<file path="src/rtl/gpio_edge_pkg.sv">
package gpio_edge_pkg;

  localparam int ADDR_W = 5;

  localparam logic [ADDR_W-1:0] OFS_DIR = 5'h00;
  localparam logic [ADDR_W-1:0] OFS_ODE = 5'h04;
  localparam logic [ADDR_W-1:0] OFS_DAT = 5'h08;
  localparam logic [ADDR_W-1:0] OFS_EVT = 5'h0C;
  localparam logic [ADDR_W-1:0] OFS_MSK = 5'h10;
  localparam logic [ADDR_W-1:0] OFS_EDG = 5'h14;

  typedef enum logic [2:0] {
    SEL_DIR,
    SEL_ODE,
    SEL_DAT,
    SEL_EVT,
    SEL_MSK,
    SEL_EDG,
    SEL_NONE
  } reg_sel_e;

  function automatic reg_sel_e decode_sel(input logic [ADDR_W-1:0] a);
    case (a)
      OFS_DIR: return SEL_DIR;
      OFS_ODE: return SEL_ODE;
      OFS_DAT: return SEL_DAT;
      OFS_EVT: return SEL_EVT;
      OFS_MSK: return SEL_MSK;
      OFS_EDG: return SEL_EDG;
      default: return SEL_NONE;
    endcase
  endfunction

endpackage

</file>
<file path="src/rtl/gpio_rst_sync.sv">
module gpio_rst_sync (
  input  logic clk,
  input  logic arst_n,
  output logic rst_n
);
  logic [1:0] stage_q;

  always_ff @(posedge clk or negedge arst_n) begin
    if (!arst_n) stage_q <= 2'b00;
    else         stage_q <= {stage_q[0], 1'b1};
  end

  assign rst_n = stage_q[1];
endmodule

</file>
<file path="src/rtl/gpio_in_sync.sv">
module gpio_in_sync #(
  parameter int NPIN = 32
) (
  input  logic            clk,
  input  logic            rst_n,
  input  logic [NPIN-1:0] pad_i,
  output logic [NPIN-1:0] lvl_o,
  output logic [NPIN-1:0] prev_o
);
  logic [NPIN-1:0] meta_q, lvl_q, prev_q;
  logic [NPIN-1:0] meta_d, lvl_d, prev_d;

  always_comb begin
    meta_d = pad_i;
    lvl_d  = meta_q;
    prev_d = lvl_q;
  end

  always_ff @(posedge clk or negedge rst_n) begin
    if (!rst_n) begin
      meta_q <= '0;
      lvl_q  <= '0;
      prev_q <= '0;
    end else begin
      meta_q <= meta_d;
      lvl_q  <= lvl_d;
      prev_q <= prev_d;
    end
  end

  assign lvl_o  = lvl_q;
  assign prev_o = prev_q;
endmodule

</file>
<file path="src/rtl/gpio_edge_det.sv">
module gpio_edge_det #(
  parameter int NPIN = 32
) (
  input  logic [NPIN-1:0] lvl_i,
  input  logic [NPIN-1:0] prev_i,
  input  logic [NPIN-1:0] fall_only_i,
  output logic [NPIN-1:0] edge_o
);
  for (genvar n = 0; n < NPIN; n++) begin : g_det
    logic rise, fall;
    assign rise      = lvl_i[n] & ~prev_i[n];
    assign fall      = ~lvl_i[n] & prev_i[n];
    assign edge_o[n] = fall | (rise & ~fall_only_i[n]);
  end
endmodule

</file>
<file path="src/rtl/gpio_regfile.sv">
module gpio_regfile
  import gpio_edge_pkg::*;
#(
  parameter int NPIN = 32
) (
  input  logic              clk,
  input  logic              rst_n,
  input  logic              bus_valid,
  input  logic              bus_write,
  input  logic [ADDR_W-1:0] bus_addr,
  input  logic [NPIN-1:0]   bus_wdata,
  output logic [NPIN-1:0]   bus_rdata,
  input  logic [NPIN-1:0]   lvl_i,
  input  logic [NPIN-1:0]   edge_i,
  output logic [NPIN-1:0]   dir_o,
  output logic [NPIN-1:0]   ode_o,
  output logic [NPIN-1:0]   dat_o,
  output logic [NPIN-1:0]   evt_o,
  output logic [NPIN-1:0]   msk_o,
  output logic [NPIN-1:0]   edg_o
);
  reg_sel_e sel;
  logic wr_en, rd_en;
  logic dir_ld, ode_ld, dat_ld, msk_ld, edg_ld;
  logic [NPIN-1:0] dir_q, ode_q, dat_q, evt_q, msk_q, edg_q;
  logic [NPIN-1:0] evt_clr, evt_d;

  assign sel   = decode_sel(bus_addr);
  assign wr_en = bus_valid & bus_write;
  assign rd_en = bus_valid & ~bus_write;

  always_comb begin
    dir_ld  = wr_en && (sel == SEL_DIR);
    ode_ld  = wr_en && (sel == SEL_ODE);
    dat_ld  = wr_en && (sel == SEL_DAT);
    msk_ld  = wr_en && (sel == SEL_MSK);
    edg_ld  = wr_en && (sel == SEL_EDG);
    evt_clr = (wr_en && (sel == SEL_EVT)) ? bus_wdata : '0;
    evt_d   = (evt_q & ~evt_clr) | edge_i;
  end

  always_ff @(posedge clk or negedge rst_n) begin
    if (!rst_n) begin
      dir_q <= '0;
      ode_q <= '0;
      dat_q <= '0;
      evt_q <= '0;
      msk_q <= '0;
      edg_q <= '0;
    end else begin
      if (dir_ld) dir_q <= bus_wdata;
      if (ode_ld) ode_q <= bus_wdata;
      if (dat_ld) dat_q <= bus_wdata;
      if (msk_ld) msk_q <= bus_wdata;
      if (edg_ld) edg_q <= bus_wdata;
      evt_q <= evt_d;
    end
  end

  always_comb begin
    bus_rdata = '0;
    if (rd_en) begin
      case (sel)
        SEL_DIR: bus_rdata = dir_q;
        SEL_ODE: bus_rdata = ode_q;
        SEL_DAT: bus_rdata = (dat_q & dir_q) | (lvl_i & ~dir_q);
        SEL_EVT: bus_rdata = evt_q;
        SEL_MSK: bus_rdata = msk_q;
        SEL_EDG: bus_rdata = edg_q;
        default: bus_rdata = '0;
      endcase
    end
  end

  assign dir_o = dir_q;
  assign ode_o = ode_q;
  assign dat_o = dat_q;
  assign evt_o = evt_q;
  assign msk_o = msk_q;
  assign edg_o = edg_q;

  AST_CLEAR_TAKES: assert property (@(posedge clk) disable iff (!rst_n)
    $past(wr_en && (sel == SEL_EVT)) |-> ((evt_q & $past(bus_wdata & ~edge_i)) == '0));

  AST_EVENT_STICKY: assert property (@(posedge clk) disable iff (!rst_n)
    (($past(evt_q) & ~$past(evt_clr)) & ~evt_q) == '0);

  AST_EDGE_LANDS: assert property (@(posedge clk) disable iff (!rst_n)
    ($past(edge_i) & ~evt_q) == '0);
endmodule

</file>
<file path="src/rtl/gpio_edge_port.sv">
module gpio_edge_port
  import gpio_edge_pkg::*;
#(
  parameter int NPIN = 32
) (
  input  logic              clk,
  input  logic              arst_n,
  input  logic              bus_valid,
  input  logic              bus_write,
  input  logic [ADDR_W-1:0] bus_addr,
  input  logic [NPIN-1:0]   bus_wdata,
  output logic [NPIN-1:0]   bus_rdata,
  input  logic [NPIN-1:0]   pad_in,
  output logic [NPIN-1:0]   pad_out,
  output logic [NPIN-1:0]   pad_oe,
  output logic              irq
);
  logic rst_n;
  logic [NPIN-1:0] lvl_pin, prev_pin, fall_only_pin, edge_pin;
  logic [NPIN-1:0] lvl_reg, edge_reg;
  logic [NPIN-1:0] dir_q, ode_q, dat_q, evt_q, msk_q, edg_q;

  gpio_rst_sync u_rst (
    .clk    (clk),
    .arst_n (arst_n),
    .rst_n  (rst_n)
  );

  gpio_in_sync #(.NPIN(NPIN)) u_sync (
    .clk    (clk),
    .rst_n  (rst_n),
    .pad_i  (pad_in),
    .lvl_o  (lvl_pin),
    .prev_o (prev_pin)
  );

  gpio_edge_det #(.NPIN(NPIN)) u_det (
    .lvl_i       (lvl_pin),
    .prev_i      (prev_pin),
    .fall_only_i (fall_only_pin),
    .edge_o      (edge_pin)
  );

  gpio_regfile #(.NPIN(NPIN)) u_regs (
    .clk       (clk),
    .rst_n     (rst_n),
    .bus_valid (bus_valid),
    .bus_write (bus_write),
    .bus_addr  (bus_addr),
    .bus_wdata (bus_wdata),
    .bus_rdata (bus_rdata),
    .lvl_i     (lvl_reg),
    .edge_i    (edge_reg),
    .dir_o     (dir_q),
    .ode_o     (ode_q),
    .dat_o     (dat_q),
    .evt_o     (evt_q),
    .msk_o     (msk_q),
    .edg_o     (edg_q)
  );

  // Pin n lives at register bit NPIN-1-n
  for (genvar n = 0; n < NPIN; n++) begin : g_pin
    localparam int RB = NPIN - 1 - n;
    assign lvl_reg[RB]      = lvl_pin[n];
    assign edge_reg[RB]     = edge_pin[n];
    assign fall_only_pin[n] = edg_q[RB];
    assign pad_oe[n]        = dir_q[RB] & (~ode_q[RB] | ~dat_q[RB]);
    assign pad_out[n]       = dat_q[RB] & ~ode_q[RB];
  end

  assign irq = |(evt_q & msk_q);

  logic [NPIN-1:0] dir_pin, ode_pin;
  for (genvar n = 0; n < NPIN; n++) begin : g_chk
    assign dir_pin[n] = dir_q[NPIN-1-n];
    assign ode_pin[n] = ode_q[NPIN-1-n];
  end

  AST_OD_NEVER_HIGH: assert property (@(posedge clk) disable iff (!rst_n)
    (pad_oe & pad_out & ode_pin) == '0);

  AST_INPUT_RELEASED: assert property (@(posedge clk) disable iff (!rst_n)
    (pad_oe & ~dir_pin) == '0);

  AST_FALL_ONLY_NO_RISE: assert property (@(posedge clk) disable iff (!rst_n)
    (edge_pin & fall_only_pin & lvl_pin) == '0);

  AST_MASKED_QUIET: assert property (@(posedge clk) disable iff (!rst_n)
    (msk_q == '0) |-> !irq);
endmodule

</file>
<file path="config.mk">
export PLATFORM = sky130hd
export DESIGN_NAME = gpio_edge_port
export DESIGN_NICKNAME = d
export VERILOG_FILES = /design/src/rtl/gpio_edge_pkg.sv /design/src/rtl/gpio_rst_sync.sv /design/src/rtl/gpio_in_sync.sv /design/src/rtl/gpio_edge_det.sv /design/src/rtl/gpio_regfile.sv /design/src/rtl/gpio_edge_port.sv
export SDC_FILE = /design/constraint.sdc
export NUM_CORES = 1
export LEC_CHECK = 0
export BUFFER_PORTS_ARGS = -buffer_cell sky130_fd_sc_hd__buf_2
export CAP_MARGIN = 20
export CORE_ASPECT_RATIO = 0.9
export CORE_MARGIN = 1.5
export CORE_UTILIZATION = 40
export DETAILED_ROUTE_END_ITERATION = 6
export PLACE_DENSITY = 0.62
export RECOVER_POWER = 25
export REMOVE_ABC_BUFFERS = 1
export SLEW_MARGIN = 20
export SYNTH_ARGS = -nofsm -noshare
export SYNTH_HDL_FRONTEND = slang
export SYNTH_SLANG_ARGS = --single-unit
</file>
<file path="constraint.sdc">
create_clock -name clk -period 10.94 [get_ports clk]
set_clock_uncertainty 0.05 [all_clocks]
set_input_delay 0.547 -clock clk [delete_from_list [all_inputs] [get_ports clk]]
set_output_delay 0.547 -clock clk [all_outputs]
set_load 0.03 [all_outputs]
</file>
==> impl_metrics.ini <==
[power]
pwr-share-seq_pct = 47.2
clockPowerShare_pct = 39.9
power.density_mw_per_mm2 = 176
p_switching_uw = 684
intPower_uw = 1920
p_sw_share_pct = 26.3
comb_power_share_pct = 12.8
p_leak_uw = 0.00683
ir_drop_v = 0.000125

[timing]
rsz0062_at_grt = no
relSlewSlack_pct = -66.1
tightest_slew_ns = 2.49
final.min_clock_period_ns = 4.65
setup-violations-final = 0
report.final.slew_viol_count = 47
max_clock_freq_mhz = 215
finalHoldViolations = 0
finalSetupTns_ns = 0
fin_crit_sh_pct = 42.5
whs_ns = 0.0371

[cts]
path_clk_slew_ns = 0.06
cts_inserted_buffers = 31
clock-root-buffer = clkbuf_16
cts_tree = done
cts.path.max_buffers = 3
clock-sinks = 290
cts_resized = 0
htreeDepth = 1
cts_setup_buffers = 0
clock_latency_ns = 0.56

[job]
maxCapViolations = 1

[final_layout]
regArea_mm2 = 0.00726
nFillCells = 2811
diodes = 0
syn2layout_area_growth_pct = 18.6
nets = 1175
drive_gt1_share_pct = 37.3
multi_input_area_mm2 = 0.00506

[synth]
synth_common_cells = dfrtp_1 (290), mux2_2 (147), nand2_1 (64), nor2b_1 (64), a22oi_1 (48)
yosys.area.top_type = dfrtp_1
synth-seq-cells = 290
syn-instance-count = 927
yosys-top-cells-area = dfrtp_1 (58%), mux2_2 (13%), mux2_4 (3.6%)
syn_area_mm2 = 0.0125
synthFlopType = dfrtp_1
synth.avg_cell_area_um2 = 13.5
synth.yosys.seq_area_share_pct = 58.1
yosysTopAreaCellShare_pct = 58.1
synthArstFlopShare_pct = 100
ys_types = 41
yosysWarnings = 0
synth_edf_count = 0
synth_most_common_cell = dfrtp_1

[setup_path]
cp-start-kind = primary input
crit_type = primary input to output port
critPathMaxFanout = 31
cp.arrival_ns = 4.05
critPathCaptureType = output port
cp.required_ns = 10.34

[drt]
ant_nets = 0
vias = 8170
routedWlPerCell_um = 20.0
drcViolationCount = 0
viasPerCell = 5.34
drt-initial-drc-count = 498
dr.pass1.iters = 5
drt_wl_total_mm = 30.6

[placement]
detailed_place_hpwl_mm = 18.8
place.gp.congestion = 0.739
port_buffers = 169

[outcome]
violations = capacitance limit, slew limit
status = finished with violations

[die]
die_x_um = 189
fp.dieArea_mm2 = 0.0323
io_pins = 170
rows = 61
die_h_um = 171
start_util_pct = 40.5
core_mm2 = 0.0308

[global_route]
grt_overflow = 0
grt_pass1_vias = 8342
grt.total_usage_pct = 18.9
grt_max_degree = 80
antenna_found_initial = 1
grt_pass1_wl_mm = 47.6

[hold_path]
hold_class = primary input to flip-flop
==> power groups by stage <==
stage	clock (µW)	combinational (µW)	sequential (µW)
finish	1040	334	1230
global route	1110	362	1240
CTS	1070	335	1230
detailed placement	0	333	1250
global placement	0	330	1250
floorplan	0	226	1240
==> placed cells by master (no fill, tap or decap), types with 2 or more instances in the layout <==
cell       Yosys  routed
inv_1          2       2
mux2_2       147     147
a22oi_1       48      48
mux2_1        15      15
buf_2          9     167
nand4_1        5       5
nor2b_1       64      63
a2bb2oi_1     31      31
or4_1          2       2
nor2_1        34      33
mux2i_1       31      31
a21boi_0      32      32
or2_2          2       3
dfrtp_1      290     290
a221o_1       32      32
mux2_4        30      30
buf_6          1       2
clkbuf_1      26      10
nand2b_1       3       3
clkinv_2       0       3
nand2_1       64      64
clkbuf_8       0       9
buf_4          3      12
bufinv_16      0       2
nor3_4         0       2
nor3b_4        0       2
clkbuf_16      0      31
a31oi_1       32      32
==> area by class of cell <==
type                    count  share of cell area [%]
multi-input cells         591                    34.1
clock buffers              47                    6.25
clock inverters             7                   0.616
flip-flops and latches    290                    49.0
well taps                 409                    3.45
inverters                   2                  0.0506
repair buffers            185                    6.54
==> layer usage <==
layer  wire length, µm  up-vias  track usage (%)
met2             13600      189             29.3
met1             14900     4164             27.2
li1                  -     3768                -
met3              1580       47             3.71
met5                 7        -                0
met4               569        2             4.38
==> stage by stage <==
| step | util (%) | cells | instance area [µm²] | setup WS (ns) | power [µW] |
|---|---|---|---|---|---|
| floorplan | - | 883 | 12200 | 2.21 | 1470 |
| finish | 48.1 | 1531 | 14800 | 6.29 | 2600 |
| detailed placement | 44.7 | 1475 | 13800 | 6.37 | 1580 |
| global placement | 44.7 | 1475 | 13800 | 6.46 | 1580 |
| CTS | 48.1 | 1530 | 14800 | 6.36 | 2640 |
| global route | 48.1 | 1531 | 14800 | 6.20 | 2720 |
==> state kept, by name (all words and copies together) (netlist names) <==
register,flops
u_regs.dat_o,32
u_regs.dir_o,32
u_regs.edg_o,32
u_regs.evt_o,32
u_regs.msk_o,32
u_regs.ode_o,32
u_rst.stage_q,2
u_sync.lvl_d,32
u_sync.lvl_o,32
u_sync.prev_o,32
==> worst max-delay path, cell delays in order <==
cell and delay (ns):
buf_2 0.11, or2_0 0.40, or2_2 0.37, ha_1 0.29, or4b_4 0.63, nor2_4 0.88, a22oi_1 0.22, a31oi_1 0.33
buf_2 0.27
==> worst paths after layout <==
path	startpoint	to	slack (ns)	depth (start not counted)
worst max-delay path	bus_addr[1]	bus_rdata[25]	6.29	9
worst min-delay path	pad_in[27]	u_sync.lvl_d[27]$_DFF_PN0_	0.04	1
worst max register to register	u_rst.stage_q[1]$_DFF_PN0_	u_regs.dat_o[17]$_DFFE_PN0P_	7.02	2
worst min register to register	u_sync.lvl_d[23]$_DFF_PN0_	u_sync.lvl_o[23]$_DFF_PN0_	0.30	0
max in group asynchronous	u_rst.stage_q[1]$_DFF_PN0_	u_regs.dat_o[17]$_DFFE_PN0P_	7.02	2
min in group asynchronous	arst_n	u_rst.stage_q[0]$_DFF_PN0_	0.25	2
==> kinds of logic (layout without fill, tap and decap cells) <==
family | after synthesis | in the layout | synth area share, %
multiplexers | 223 | 223 | 20.7
AO/OA/AOI/OAI | 180 | 180 | 11.5
AND/OR/NAND/NOR | 186 | 186 | 7.59
other | 1 | 1 | 0.0300
flip-flops | 290 | 290 | 58.1
buffers and inverters | 46 | 241 | 2.01
adder cells (fa/ha/maj) | 1 | 1 | 0.100
==> timing repair <==
item / CTS / global route
hold buffers: 1 / 0
hold endpoints to repair: 2 / 0
setup endpoints to repair: 0 / 0
(Power assumes the default switching activity.)
